**config.mk**
```make
export PLATFORM = sky130hd
export DESIGN_NAME = seg_xlat_unit
export DESIGN_NICKNAME = d
export VERILOG_FILES = /design/src/rtl/seg_xlat_pkg.sv /design/src/rtl/seg_desc_cache.sv /design/src/rtl/seg_real_path.sv /design/src/rtl/seg_prot_path.sv /design/src/rtl/seg_xlat_unit.sv
export SDC_FILE = /design/constraint.sdc
export NUM_CORES = 1
export LEC_CHECK = 0
export BUFFER_PORTS_ARGS = -buffer_cell sky130_fd_sc_hd__clkbuf_2
export CAP_MARGIN = 20
export CORE_ASPECT_RATIO = 0.75
export CORE_MARGIN = 2
export CORE_UTILIZATION = 35
export DETAILED_ROUTE_END_ITERATION = 16
export HOLD_SLACK_MARGIN = 0.06
export PLACE_DENSITY_LB_ADDON = 0.12
export SETUP_SLACK_MARGIN = 0.05
export SYNTH_ARGS = -nofsm -noshare
export SYNTH_HDL_FRONTEND = slang
export SYNTH_SLANG_ARGS = --single-unit
```
**constraint.sdc**
```tcl
create_clock -name clk -period 6.55 [get_ports clk]
set_clock_uncertainty 0.1 [all_clocks]
set_input_delay 0.3275 -clock clk [delete_from_list [all_inputs] [get_ports clk]]
set_output_delay 0.3275 -clock clk [all_outputs]
set_load 0.01 [all_outputs]
```
**src/rtl/seg_xlat_pkg.sv**
```systemverilog
package seg_xlat_pkg;

    parameter int unsigned SX_ADDR_W  = 32;
    parameter int unsigned SX_SEL_W   = 16;
    parameter int unsigned SX_LIM_W   = 20;
    parameter int unsigned SX_PAGE_SH = 12;
    parameter int unsigned SX_PARA_SH = 4;
    parameter int unsigned SX_REAL_W  = SX_SEL_W + SX_PARA_SH;
    parameter int unsigned SX_OFF16_W = 16;
    parameter int unsigned SX_TBL_BIT = 2;
    parameter int unsigned SX_IDX_LSB = 3;

    typedef struct packed {
        logic [SX_ADDR_W-1:0] base;
        logic [SX_LIM_W-1:0]  limit;
        logic                 gran;
        logic                 big;
    } seg_desc_t;

    typedef enum logic [1:0] {
        ST_IDLE        = 2'd0,
        ST_REAL_DONE   = 2'd1,
        ST_PROT_DONE   = 2'd2,
        ST_LIMIT_FAULT = 2'd3
    } xlat_state_t;

    function automatic logic [SX_ADDR_W-1:0] span_minus_one(input logic [1:0] code);
        logic [SX_ADDR_W-1:0] r;
        unique case (code)
            2'd0:    r = SX_ADDR_W'(0);
            2'd1:    r = SX_ADDR_W'(1);
            default: r = SX_ADDR_W'(3);
        endcase
        return r;
    endfunction

endpackage

```
**src/rtl/seg_desc_cache.sv**
```systemverilog
module seg_desc_cache
    import seg_xlat_pkg::*;
#(
    parameter int unsigned DEPTH = 4,
    localparam int unsigned IDX_W = $clog2(DEPTH),
    localparam int unsigned SLOTS = 2 * DEPTH
) (
    input  logic             clk,
    input  logic             rst_n,
    input  logic             wr_en,
    input  logic             wr_local,
    input  logic [IDX_W-1:0] wr_idx,
    input  seg_desc_t        wr_desc,
    input  logic             rd_local,
    input  logic [IDX_W-1:0] rd_idx,
    output seg_desc_t        rd_desc
);

    seg_desc_t slot_view [SLOTS];

    generate
        for (genvar t = 0; t < 2; t++) begin : g_bank
            for (genvar e = 0; e < DEPTH; e++) begin : g_entry
                seg_desc_t ent_q;
                logic      hit;

                assign hit = wr_en && (wr_local == 1'(t)) && (wr_idx == IDX_W'(e));

                always_ff @(posedge clk or negedge rst_n) begin
                    if (!rst_n) begin
                        ent_q <= '0;
                    end else if (hit) begin
                        ent_q <= wr_desc;
                    end
                end

                assign slot_view[t*DEPTH + e] = ent_q;
            end
        end
    endgenerate

    assign rd_desc = slot_view[{rd_local, rd_idx}];

endmodule

```
**src/rtl/seg_real_path.sv**
```systemverilog
module seg_real_path
    import seg_xlat_pkg::*;
(
    input  logic [SX_SEL_W-1:0]   seg,
    input  logic [SX_OFF16_W-1:0] off,
    output logic [SX_ADDR_W-1:0]  addr
);

    logic [SX_REAL_W-1:0] para;
    logic [SX_REAL_W-1:0] sum;

    assign para = {seg, {SX_PARA_SH{1'b0}}};
    assign sum  = para + {{(SX_REAL_W-SX_OFF16_W){1'b0}}, off};
    assign addr = {{(SX_ADDR_W-SX_REAL_W){1'b0}}, sum};

endmodule

```
**src/rtl/seg_prot_path.sv**
```systemverilog
module seg_prot_path
    import seg_xlat_pkg::*;
(
    input  logic [SX_ADDR_W-1:0] base,
    input  logic [SX_LIM_W-1:0]  limit,
    input  logic                 gran,
    input  logic [SX_ADDR_W-1:0] off,
    input  logic [1:0]           size,
    output logic [SX_ADDR_W-1:0] addr,
    output logic                 viol
);

    localparam int unsigned EXT_W = SX_ADDR_W + 1;

    logic [SX_ADDR_W-1:0] eff_lim;
    logic [EXT_W-1:0]     last_byte;

    always_comb begin
        if (gran) begin
            eff_lim = {limit, {SX_PAGE_SH{1'b1}}};
        end else begin
            eff_lim = {{(SX_ADDR_W-SX_LIM_W){1'b0}}, limit};
        end
    end

    assign last_byte = {1'b0, off} + {1'b0, span_minus_one(size)};
    assign viol      = last_byte > {1'b0, eff_lim};
    assign addr      = base + off;

endmodule

```
**src/rtl/seg_xlat_unit.sv**
```systemverilog
module seg_xlat_unit
    import seg_xlat_pkg::*;
#(
    parameter int unsigned CACHE_DEPTH = 4,
    localparam int unsigned CIDX_W = $clog2(CACHE_DEPTH)
) (
    input  logic                 clk,
    input  logic                 rst_n,
    input  logic                 cw_en,
    input  logic                 cw_local,
    input  logic [CIDX_W-1:0]    cw_idx,
    input  logic [SX_ADDR_W-1:0] cw_base,
    input  logic [SX_LIM_W-1:0]  cw_limit,
    input  logic                 cw_gran,
    input  logic                 cw_big,
    input  logic                 req_valid,
    input  logic                 req_prot,
    input  logic [SX_SEL_W-1:0]  req_seg,
    input  logic [SX_ADDR_W-1:0] req_offset,
    input  logic [1:0]           req_size,
    output logic                 lin_valid,
    output logic                 lin_fault,
    output logic [SX_ADDR_W-1:0] lin_addr,
    output logic                 lin_opsize32
);

    xlat_state_t          state_q, state_d;
    seg_desc_t            wr_desc, rd_desc;
    logic [SX_ADDR_W-1:0] real_addr, prot_addr, addr_q;
    logic                 prot_viol, big_q;

    assign wr_desc = '{base: cw_base, limit: cw_limit, gran: cw_gran, big: cw_big};

    seg_desc_cache #(.DEPTH(CACHE_DEPTH)) u_cache (
        .clk      (clk),
        .rst_n    (rst_n),
        .wr_en    (cw_en),
        .wr_local (cw_local),
        .wr_idx   (cw_idx),
        .wr_desc  (wr_desc),
        .rd_local (req_seg[SX_TBL_BIT]),
        .rd_idx   (req_seg[SX_IDX_LSB +: CIDX_W]),
        .rd_desc  (rd_desc)
    );

    seg_real_path u_real (
        .seg  (req_seg),
        .off  (req_offset[SX_OFF16_W-1:0]),
        .addr (real_addr)
    );

    seg_prot_path u_prot (
        .base  (rd_desc.base),
        .limit (rd_desc.limit),
        .gran  (rd_desc.gran),
        .off   (req_offset),
        .size  (req_size),
        .addr  (prot_addr),
        .viol  (prot_viol)
    );

    always_comb begin
        state_d = ST_IDLE;
        if (req_valid) begin
            if (!req_prot) begin
                state_d = ST_REAL_DONE;
            end else if (prot_viol) begin
                state_d = ST_LIMIT_FAULT;
            end else begin
                state_d = ST_PROT_DONE;
            end
        end
    end

    always_ff @(posedge clk or negedge rst_n) begin
        if (!rst_n) begin
            state_q <= ST_IDLE;
            addr_q  <= '0;
            big_q   <= 1'b0;
        end else begin
            state_q <= state_d;
            if (req_valid) begin
                addr_q <= req_prot ? prot_addr : real_addr;
                big_q  <= req_prot && rd_desc.big;
            end
        end
    end

    always_comb begin
        lin_valid    = 1'b0;
        lin_fault    = 1'b0;
        lin_addr     = '0;
        lin_opsize32 = 1'b0;
        unique case (state_q)
            ST_IDLE: begin
            end
            ST_REAL_DONE: begin
                lin_valid = 1'b1;
                lin_addr  = addr_q;
            end
            ST_PROT_DONE: begin
                lin_valid    = 1'b1;
                lin_addr     = addr_q;
                lin_opsize32 = big_q;
            end
            ST_LIMIT_FAULT: begin
                lin_fault = 1'b1;
            end
        endcase
    end

endmodule

```
==> flow_summary.ini, run 1 <==
[worst_setup_path]
worstPathCellList = dlygate4sd3_1, clkbuf_2, ha_1, fa_1, nand3_1, nor3_1, nand3_1, xnor2_1, ha_1, nand4_1, nor4_1, nand2_1, o32a_1, o31a_1
startpoint_type = input pin
cp.required_ns = 6.93
cp_slowest_cell = nor3_1
cp-startpoint = req_offset[0]
cp-endpoint = state_q[0]$_DFF_PN0_
critPathBufInv = 2
cp_slowest_stage_delay_ns = 0.70
worstReg2RegEnd = addr_q[22]$_DFFE_PN0P_
worst-path-stages = 14
crit_path_end_kind = flop
worstPathMaxFanout = 6
rrSetupSlack_ns = 2.79
worstSetupPathType = input pin to flop
r2r_start = u_cache.g_bank[0].g_entry[3].ent_q[22]$_DFFE_PN0P_
ff2ff_path_depth = 13
cp.arrival_ns = 4.50
path_delay_family = simple AND/OR/NAND/NOR gates

[floorplan]
die_x_um = 309.5
die_area_um2 = 72170
pin_count = 147
die_h_um = 233.2
start_util_pct = 35.59
core_region_area_um2 = 68850
fp-row-count = 83

[placement]
post_dp_cell_area_um2 = 26280
gp_congestion = 0.8106
io_buffers = 146
hpwl_um = 43760

[detailed_routing]
route.detailed.drc = 0
dr.pass1.iters = 7
vias_per_cell = 5.310
vias = 15710
drt_iter0_drc = 987
ant_nets = 0
finalWirelength_um = 68570
wl_per_cell_um = 23.17

[logic_synthesis]
yosys_register_bits = 467
synthCells = 1806
synth-edff-count = 0
netlist_area_um2 = 24510
synth_fp_nets = 2000
avgSynthCellArea_um2 = 13.57
ys_seq_area_share_pct = 47.69
yosys_warnings = 0
synthDistinctLibCells = 75
async_flop_share_pct = 100.0
synth-main-ff-cell = dfrtp_1

[clock_network]
clock_sinks = 467
htree_num_levels = 2
cts_buffer_depth = 3
postCtsSetupRepairBufs = 0
cts_root_buf = clkbuf_16
cts_buffers = 51
cts_resized = 0
clock_latency_ns = 0.60
cts_tree = done
clk_pin_slew_worst_paths_ns = 0.06
postCtsHoldBufs = 58

[sta]
setup-violations-final = 0
hold_viol_final = 0
relSlewSlack_pct = 36.56
min_period_over_period_pct = 62.84
clock.fmax_mhz = 243.0
tightest_slew_ns = 0.9516
fin_setup_tns_ns = 0
rsz0062_at_grt = no
layout_min_cycle_time_ns = 4.116
slew_viol_final = 0

[power_and_ir_drop]
p_leak_nw = 12.25
power.density_nw_per_um2 = 330.8
power_mw = 9.481
ir_drop_mv = 0.2214

[min_path]
hold_class = input pin to flop

[cells_and_area]
fill_cells = 6386
fin_nets = 2179
areaGrowthSynthToFinish_pct = 16.96
design_area_um2 = 28660
drive_gt1_share_pct = 43.15

[global_route]
first_global_vias = 16680
grt_max_degree = 123
grt_pass1_wl_um = 105000
grt_use_total_pct = 19.34
antenna_found_initial = 2
overflow = 0

[status]
status = completed

[run]
drv_cap = 0
[metrics by stage]
stage               hold WS, ns  cells  utilization [%]  setup WS [ns]
floorplan              -0.06809   1806                -          2.342
global placement         0.3594   2809            38.17          2.101
detailed placement       0.3716   2809            38.17          2.084
CTS                     0.06025   2958            41.63          2.470
global route            0.09764   2958            41.63          2.246
finish                  0.09243   2959            41.63          2.434
[synth_stat cells, drive strengths merged (4+ instances only)]
| library cell | instances | area, um2 |
|---|---|---|
| nor3 | 14 | 75.07 |
| a21o | 26 | 196.4 |
| o21ai | 29 | 148.9 |
| nand2 | 62 | 232.7 |
| o221ai | 4 | 35.03 |
| xor2 | 21 | 183.9 |
| a31oi | 7 | 50.05 |
| o211ai | 4 | 30.03 |
| and2 | 4 | 25.02 |
| nand4 | 21 | 137.6 |
| inv | 26 | 97.59 |
| and3 | 7 | 45.05 |
| nor2b | 41 | 256.5 |
| clkbuf | 61 | 229.0 |
| mux2 | 485 | 5461 |
| nand3 | 20 | 100.1 |
| nor2 | 53 | 198.9 |
| o21bai | 5 | 37.54 |
| mux2i | 17 | 170.2 |
| a22o | 5 | 43.79 |
| a21oi | 77 | 392.9 |
| mux4 | 108 | 2432 |
| xnor2 | 46 | 402.9 |
| o31a | 4 | 35.03 |
| nand2b | 7 | 43.79 |
| o31ai | 4 | 40.03 |
| o21a | 7 | 52.55 |
| a21boi | 4 | 30.03 |
| buf | 43 | 195.2 |
| dfrtp | 467 | 11690 |
| ha | 79 | 988.5 |
[cell families (layout without fill, tap and decap cells)]
| logic type | Yosys count | count (layout) | synth area share (%) |
|---|---|---|---|
| AO/OA/AOI/OAI | 199 | 199 | 5.335 |
| XOR/XNOR | 67 | 67 | 2.395 |
| adder cells (fa/ha/maj) | 82 | 82 | 4.279 |
| buffers and inverters | 131 | 348 | 2.144 |
| flip-flops | 467 | 467 | 47.69 |
| multiplexers | 610 | 610 | 32.91 |
| other | 0 | 1 | 0 |
| AND/OR/NAND/NOR | 250 | 250 | 5.254 |
[worst reg2reg max path: cells and delay by family, from the launching register on]
family | cells | cell delay [ns]
DFF | 1 | 0.39
muxes | 2 | 0.73
buffers and inverters | 1 | 0.08
AOI/OAI and AO/OA | 5 | 1.28
and+or+nand+nor | 3 | 0.67
adders and majority gates | 2 | 0.43
[area by class of cell]
type / instances / area [um2] / share of cell area [%]
clock inverters: 18 / 256.5 / 0.8949
multi-input cells: 1208 / 12310 / 42.96
flip-flops and latches: 467 / 11690 / 40.77
clock buffers: 73 / 1541 / 5.378
well taps: 935 / 1170 / 4.082
repair buffers: 230 / 1590 / 5.548
inverters: 27 / 101.3 / 0.3536
diodes: 1 / 2.502 / 0.008731
[worst min path at each step]
| stage | startpoint | cells past startpoint | end |
|---|---|---|---|
| after global placement | rst_n | 1 | u_cache.g_bank[1].g_entry[0].ent_q[21]$_DFFE_PN0P_ |
| after detailed placement | rst_n | 1 | u_cache.g_bank[1].g_entry[1].ent_q[21]$_DFFE_PN0P_ |
| after CTS | req_offset[3] | 3 | addr_q[3]$_DFFE_PN0P_ |
| after global routing | req_offset[3] | 3 | addr_q[3]$_DFFE_PN0P_ |
| after floorplan | rst_n | 0 | addr_q[0]$_DFFE_PN0P_ |
| final | req_offset[3] | 3 | addr_q[3]$_DFFE_PN0P_ |
[power breakdown]
part           internal (mW)  switching (mW)
clock                   1.87            1.22
combinational           1.32            1.21
sequential              3.54           0.320
[flip-flops by register name, indices dropped and copies added, names as in the netlist]
name                          cells
addr_q                           32
big_q                             1
state_q                           2
u_cache.g_bank.g_entry.ent_q    432
[routing by layer]
metal / vias up / wire length, um / GRT usage, % / part of all wire (%)
met5: - / 21 / 0 / 0.031
met4: 4 / 1386 / 4.703 / 2.0
met3: 90 / 2066 / 2.713 / 3.0
met2: 236 / 31810 / 30.94 / 46
met1: 8267 / 33290 / 27.68 / 49
li1: 7114 / - / - / -
[placed cells by master, fill, tap and decap left out, types with 6 or more instances in the layout]
| master | count |
|---|---|
| clkinv_2 | 6 |
| nand4_1 | 20 |
| mux2i_1 | 17 |
| clkbuf_2 | 142 |
| a21o_1 | 25 |
| and3_1 | 6 |
| nand2b_1 | 7 |
| bufinv_16 | 6 |
| dlygate4sd3_1 | 58 |
| nor2_1 | 53 |
| clkbuf_8 | 14 |
| xnor2_1 | 46 |
| mux4_2 | 108 |
| buf_4 | 23 |
| nor2b_1 | 41 |
| o21ai_0 | 27 |
| xor2_1 | 21 |
| nand2_1 | 62 |
| mux2_2 | 485 |
| clkbuf_1 | 6 |
| a31oi_1 | 6 |
| o21a_1 | 7 |
| dfrtp_1 | 467 |
| inv_1 | 26 |
| clkbuf_16 | 53 |
| nor3_1 | 11 |
| a21oi_1 | 75 |
| ha_1 | 79 |
| nand3_1 | 20 |
(Power assumes the default switching activity.)
==> run 2, diff against run 1 <==
--- a/config.mk
+++ b/config.mk
@@ -5,6 +5,7 @@
 export SDC_FILE = /design/constraint.sdc
 export NUM_CORES = 1
 export LEC_CHECK = 0
+export ABC_AREA = 1
 export BUFFER_PORTS_ARGS = -buffer_cell sky130_fd_sc_hd__clkbuf_2
 export CAP_MARGIN = 20
 export CORE_ASPECT_RATIO = 0.75
==> constraint.sdc (replaced) <==
create_clock -name clk -period 3.5 [get_ports clk]
set_clock_uncertainty 0.1 [all_clocks]
set_input_delay 0.175 -clock clk [delete_from_list [all_inputs] [get_ports clk]]
set_output_delay 0.175 -clock clk [all_outputs]
set_load 0.01 [all_outputs]
==> run 2 against run 1 <==
Effect of this change:
- core utilization increased by 1.0 points
- synthesized area increased by 2.4%
- setup slack got worse by 2.1 ns
- synthesized cell count increased by 81%
- clock power increased by 77%
- sequential power increased by 80%
- total power increased by 72%
- critical path depth increased by 5
- largest power group unchanged
- global-route usage increased by 3.2 points
- cell area increased by 4.9%
==> flow_summary.ini, run 2 <==
[global_route]
grt_max_degree = 112
busiest_layer = met1
groute.layer.met3.usage_pct = 2.980
use_met2_pct = 33.21
first_global_vias = 22050
grt_pass1_wl_um = 131300
use_met1_pct = 35.20
antenna_found_initial = 1
grt_use_total_pct = 22.59
overflow = 0

[logic_synthesis]
synth_fp_nets = 3465
netlist_area_um2 = 25090
synth.most_common_cell = nand2_1
synthDistinctLibCells = 47
yosys_warnings = 0
ys_seq_area_share_pct = 46.58
yosys_register_bits = 467
avgSynthCellArea_um2 = 7.670
synth-edff-count = 0
synth-main-ff-cell = dfrtp_1
yosysTopAreaCell = dfrtp_1
synthCells = 3271
synth_area_leaders = dfrtp_1, o21ai_0, nand2_1
synth_common_cells = nand2_1, o21ai_0, dfrtp_1, nor2_1, inv_1
async_flop_share_pct = 100.0
netlist.area_leader.share_pct = 46.58

[power_and_ir_drop]
power_mw = 16.26
power.density_nw_per_um2 = 540.8
p_leak_nw = 14.52
ir_drop_mv = 0.3578

[sta]
min_period_over_period_pct = 91.70
rsz0062_at_grt = no
fin_hold_ws_ns = 0.08098
clock.fmax_mhz = 311.6
setup-violations-final = 0
tightest_slew_ns = 0.8783
slew_viol_final = 0
layout_min_cycle_time_ns = 3.209
fin_setup_tns_ns = 0
relSlewSlack_pct = 41.45
hold_viol_final = 0

[clock_network]
cts_buffer_depth = 3
clk_pin_slew_worst_paths_ns = 0.07
cts_buffers = 51
clock_sinks = 467
cts_root_buf = clkbuf_16
htree_num_levels = 2
cts_tree = done
clock_latency_ns = 0.63

[detailed_routing]
vias_per_cell = 5.145
drt_iter0_drc = 2224
wl_per_cell_um = 18.57
route.detailed.drc = 0
vias = 23190
dr.pass1.iters = 6
finalWirelength_um = 83740
ant_nets = 0

[floorplan]
fp-row-count = 84
start_util_pct = 35.57
pin_count = 147
die_x_um = 313.2
die_h_um = 235.9
core_region_area_um2 = 70520
die_area_um2 = 73860

[cells_and_area]
largest_register_ff_count = 432
final_util_pct = 42.64
final_common_cell = nand2_1
diodes = 0
final_cell_mix = nand2_1, o21ai_0, dfrtp_1
regMostFlops = u_cache.g_bank.g_entry.ent_q
fill_cells = 7166
reg_top3 = u_cache.g_bank.g_entry.ent_q x432, addr_q x32, state_q x2
fin_nets = 3717
areaGrowthSynthToFinish_pct = 19.87
drive_gt1_share_pct = 11.88

[min_path]
hold_class = input pin to asynchronous set/reset pin

[worst_setup_path]
crit_path_end_kind = flop
cp.required_ns = 3.88
startpoint_type = input pin
worstSetupPathType = input pin to flop
rrSetupSlack_ns = 0.59
worstPathMaxFanout = 5
cp.arrival_ns = 3.59

[placement]
hpwl_um = 57010
gp_congestion = 0.9200
io_buffers = 146

[run]
drv_cap = 0

[status]
status = completed
run 2: changes by cell type in the layout (fill, tap and decap cells not counted), moves of 41 or more:
cell	change
o21ai_0	+605
nand2_1	+700
inv_1	+226
buf_4	+135
mux2_2	-485
mux4_2	-108
o22ai_1	+62
nor2b_1	-41
o211ai_1	+43
nor2_1	+353
run 2: timing repair:
item	4_1_cts	5_1_grt
resized for setup	0	3
setup endpoints to repair	0	1
hold buffers	70	0
endpoints found under the hold margin	913	0
buffers inserted	0	1
run 2: power by group:
part | total, mW | internal [mW] | leakage [nW] | switching [mW]
Clock | 5.47 | 3.12 | 0.808 | 2.35
Sequential | 6.93 | 6.42 | 5.83 | 0.516
Combinational | 3.86 | 1.53 | 7.89 | 2.33
run 2: final timing paths:
check / to / cells after the start / start
worst max-delay path: state_q[0]$_DFF_PN0_ / 19 / req_offset[1]
worst min-delay path: addr_q[11]$_DFFE_PN0P_ / 3 / rst_n
worst max register to register: addr_q[28]$_DFFE_PN0P_ / 19 / u_cache.g_bank[0].g_entry[2].ent_q[22]$_DFFE_PN0P_
worst min register to register: u_cache.g_bank[1].g_entry[1].ent_q[21]$_DFFE_PN0P_ / 2 / u_cache.g_bank[1].g_entry[1].ent_q[21]$_DFFE_PN0P_
max in group asynchronous: u_cache.g_bank[0].g_entry[2].ent_q[15]$_DFFE_PN0P_ / 3 / rst_n
min in group clk: addr_q[10]$_DFFE_PN0P_ / 5 / req_seg[6]
run 2: logic make-up after synthesis:
family,count (synthesis),share of synthesized area [%]
and+or+nand+nor,1305,20.76
buffers and inverters,443,7.167
AOI/OAI and AO/OA,937,20.02
xor gates and xnor gates,37,1.292
adders and majority gates,82,4.179
DFF,467,46.58
run 2: final cells by class:
type / count / area [um2] / share of cell area (%)
flip-flops and latches: 467 / 11690 / 38.86
inverters: 257 / 967.2 / 3.216
clock buffers: 70 / 1408 / 4.680
multi-input cells: 2361 / 11680 / 38.83
repair buffers: 385 / 2897 / 9.631
clock inverters: 22 / 256.5 / 0.8529
well taps: 946 / 1184 / 3.936
run 2: worst max-delay path, cell delays in order:
cell	delay, ns
dlygate4sd3_1	0.53
buf_2	0.19
ha_1	0.30
nand2_1	0.05
nand2_1	0.05
nand2_1	0.07
inv_1	0.09
nand3_1	0.10
nor4_2	0.46
nand4_1	0.24
xnor2_1	0.21
ha_1	0.29
nand2_1	0.05
nor2_1	0.15
nand3_1	0.16
nor4_2	0.28
nand2_1	0.07
nand2_1	0.08
a21oi_2	0.05
run 2: metal layers:
layer  part of all wire [%]  vias up
met5                      0        -
met4                    1.5        0
met3                    5.9       90
met2                     42      679
met1                     51    11070
li1                       -    11350
run 2: through the flow:
step / cell area [um2] / worst slack [ns] / cells
after floorplan: 25090 / 0.6230 / 3271
after detailed placement: 27680 / 0.04344 / 4345
after global placement: 27680 / 0.02447 / 4345
final: 30070 / 0.2906 / 4508
after global routing: 30070 / 0.05042 / 4508
after CTS: 30060 / 0.3606 / 4507
==> run 3, diff against run 2 <==
--- a/config.mk
+++ b/config.mk
@@ -11,9 +11,10 @@
 export CORE_ASPECT_RATIO = 0.75
 export CORE_MARGIN = 2
 export CORE_UTILIZATION = 35
+export CTS_CLUSTER_DIAMETER = 30
 export DETAILED_ROUTE_END_ITERATION = 16
 export HOLD_SLACK_MARGIN = 0.06
-export PLACE_DENSITY_LB_ADDON = 0.12
+export PLACE_DENSITY_LB_ADDON = 0.3
 export SETUP_SLACK_MARGIN = 0.05
 export SYNTH_ARGS = -nofsm -noshare
 export SYNTH_HDL_FRONTEND = slang
==> run 3 against run 2 <==
Effect of this change:
- sequential cell count unchanged
- global-route usage decreased by 1.2 points
- total power increased by 26%
- core utilization increased by 2.6 points
- critical path type is now flop to flop
- highest routed layer is now met5
==> flow_summary.ini, run 3 (same netlist as run 2, synthesis figures left out) <==
[status]
status = completed

[clock_network]
cts_buffers = 99
cts_buffer_depth = 3
clock_latency_ns = 0.66
cts_root_buf = clkbuf_16
cts_tree = done
htree_num_levels = 3
clk_pin_slew_worst_paths_ns = 0.05
clock_sinks = 467

[placement]
gp_congestion = 0.9394
post_dp_cell_area_um2 = 27430
hpwl_um = 53090
io_buffers = 146
place_ws_ns = 0.2221

[global_route]
grt_pass1_wl_um = 125600
antenna_found_initial = 6
grt_max_degree = 109
grt_use_total_pct = 21.42
first_global_vias = 22100
overflow = 0

[detailed_routing]
finalWirelength_um = 80030
ant_nets = 0
drt_iter0_drc = 2183
dr.pass1.iters = 8
route.detailed.drc = 0
vias_per_cell = 5.106
wl_per_cell_um = 17.52
vias = 23330

[cells_and_area]
drive_gt1_share_pct = 13.40
regMostFlops = u_cache.g_bank.g_entry.ent_q
reg_top3 = u_cache.g_bank.g_entry.ent_q x432, addr_q x32, state_q x2
largest_register_ff_count = 432
design_area_um2 = 31910
final_common_cell = nand2_1
areaGrowthSynthToFinish_pct = 27.19
fin_nets = 3730
final_cell_mix = nand2_1, o21ai_0, dfrtp_1

[run]
drv_cap = 0

[sta]
slew_viol_final = 0
setup-violations-final = 0
hold_viol_final = 0
tightest_slew_ns = 0.8914
fin_hold_ws_ns = 0.08478
relSlewSlack_pct = 40.57
fin_setup_tns_ns = 0
clock.fmax_mhz = 310.2
rsz0062_at_grt = yes
min_period_over_period_pct = 92.10
setup_slack_ns = 0.2766
layout_min_cycle_time_ns = 3.223

[power_and_ir_drop]
clkPwrFrac_pct = 47.7
comb_power_share_pct = 18.3
switching_share_pct = 29.20
power_switching_mw = 5.966
p_int_mw = 14.46
sequentialPowerShare_pct = 34.0
ir_drop_mv = 0.3841
power.density_nw_per_um2 = 640.2
p_leak_nw = 15.29

[floorplan]
die_area_um2 = 73860
start_util_pct = 35.57
fp-row-count = 84
die_h_um = 235.9
die_x_um = 313.2
pin_count = 147
core_region_area_um2 = 70520

[worst_setup_path]
worstSetupPathType = flop to flop
worstPathCellList = o21ai_0, o22ai_1, nor2_1, a31oi_1, buf_4, ha_1, buf_4, nand4_1, nor2_2, nand4_1, nand3_1, nand2_1, nand3_1, nand2_1, nand2_1, dlygate4sd3_1, nand2_1
cp_slowest_stage_delay_ns = 0.56
critPathBufInv = 3
cp.arrival_ns = 3.65
path_delay_family = simple AND/OR/NAND/NOR gates
cp_slowest_cell = dlygate4sd3_1
cp.required_ns = 3.93
crit_path_end_kind = flop
worstPathMaxFanout = 4
startpoint_type = flop
crit_top_cell = nand2_1

[min_path]
hold_class = input pin to flop
[run 3: per-stage QoR]
stage | util, % | power (mW) | cells
6_report | 45.25 | 20.43 | 4568
4_1_cts | 45.14 | 20.53 | 4564
3_5_place_dp | 38.90 | 10.58 | 4295
3_3_place_gp | 38.90 | 10.51 | 4295
2_1_floorplan | - | 9.198 | 3271
5_1_grt | 45.24 | 21.52 | 4566
[run 3: layer usage]
metal	routed length, um	global-route usage (%)	up-vias	share of wire [%]
met5	44	0	-	0.055
met4	1301	4.828	6	1.6
met3	5986	4.888	98	7.5
met2	33620	31.21	697	42
met1	39070	32.02	11110	49
li1	-	-	11420	-
[run 3: power by group through the flow]
stage	logic [mW]	registers (mW)	clock network, mW
after CTS	3.70	6.92	9.90
after global placement	3.54	6.97	0
after detailed placement	3.59	6.99	0
final	3.74	6.94	9.75
after global routing	4.26	7.05	10.2
after floorplan	2.34	6.86	0
[run 3: worst paths after layout]
path | from | to | slack, ns | depth (start not counted)
min in group asynchronous | rst_n | addr_q[10]$_DFFE_PN0P_ | 0.12 | 2
hold reg to reg | u_cache.g_bank[1].g_entry[2].ent_q[2]$_DFFE_PN0P_ | u_cache.g_bank[1].g_entry[2].ent_q[2]$_DFFE_PN0P_ | 0.37 | 2
max in group asynchronous | rst_n | u_cache.g_bank[1].g_entry[0].ent_q[17]$_DFFE_PN0P_ | 2.26 | 3
hold / removal | req_seg[9] | addr_q[13]$_DFFE_PN0P_ | 0.08 | 7
setup / recovery | u_cache.g_bank[0].g_entry[1].ent_q[36]$_DFFE_PN0P_ | addr_q[19]$_DFFE_PN0P_ | 0.28 | 17
setup reg to reg | u_cache.g_bank[0].g_entry[1].ent_q[36]$_DFFE_PN0P_ | addr_q[19]$_DFFE_PN0P_ | 0.28 | 17
[run 3: worst register-to-register path: stages, from the launching register on]
cell	delay [ns]
dfrtp_1	0.37
o21ai_0	0.19
o22ai_1	0.09
nor2_1	0.09
a31oi_1	0.06
buf_4	0.20
ha_1	0.34
buf_4	0.14
nand4_1	0.18
nor2_2	0.19
nand4_1	0.13
nand3_1	0.11
nand2_1	0.05
nand3_1	0.11
nand2_1	0.07
nand2_1	0.06
dlygate4sd3_1	0.56
nand2_1	0.05
[run 3: area by class of cell]
| cell class | instances | area, um2 |
|---|---|---|
| antenna | 3 | 7.507 |
| clock buffer | 125 | 2725 |
| clock inverter | 59 | 827.0 |
| fill | 6976 | 38610 |
| inverter | 257 | 967.2 |
| multi-input combinational | 2361 | 11730 |
| sequential | 467 | 11690 |
| tap | 946 | 1184 |
| timing repair buffer | 350 | 2784 |
[run 3: what timing repair did]
| action | in CTS | in global routing |
|---|---|---|
| hold endpoints to repair | 544 | 0 |
| buffers inserted | 0 | 3 |
| gates resized for setup | 0 | 24 |
| endpoints found under the setup margin | 0 | 4 |
| hold buffers | 85 | 0 |
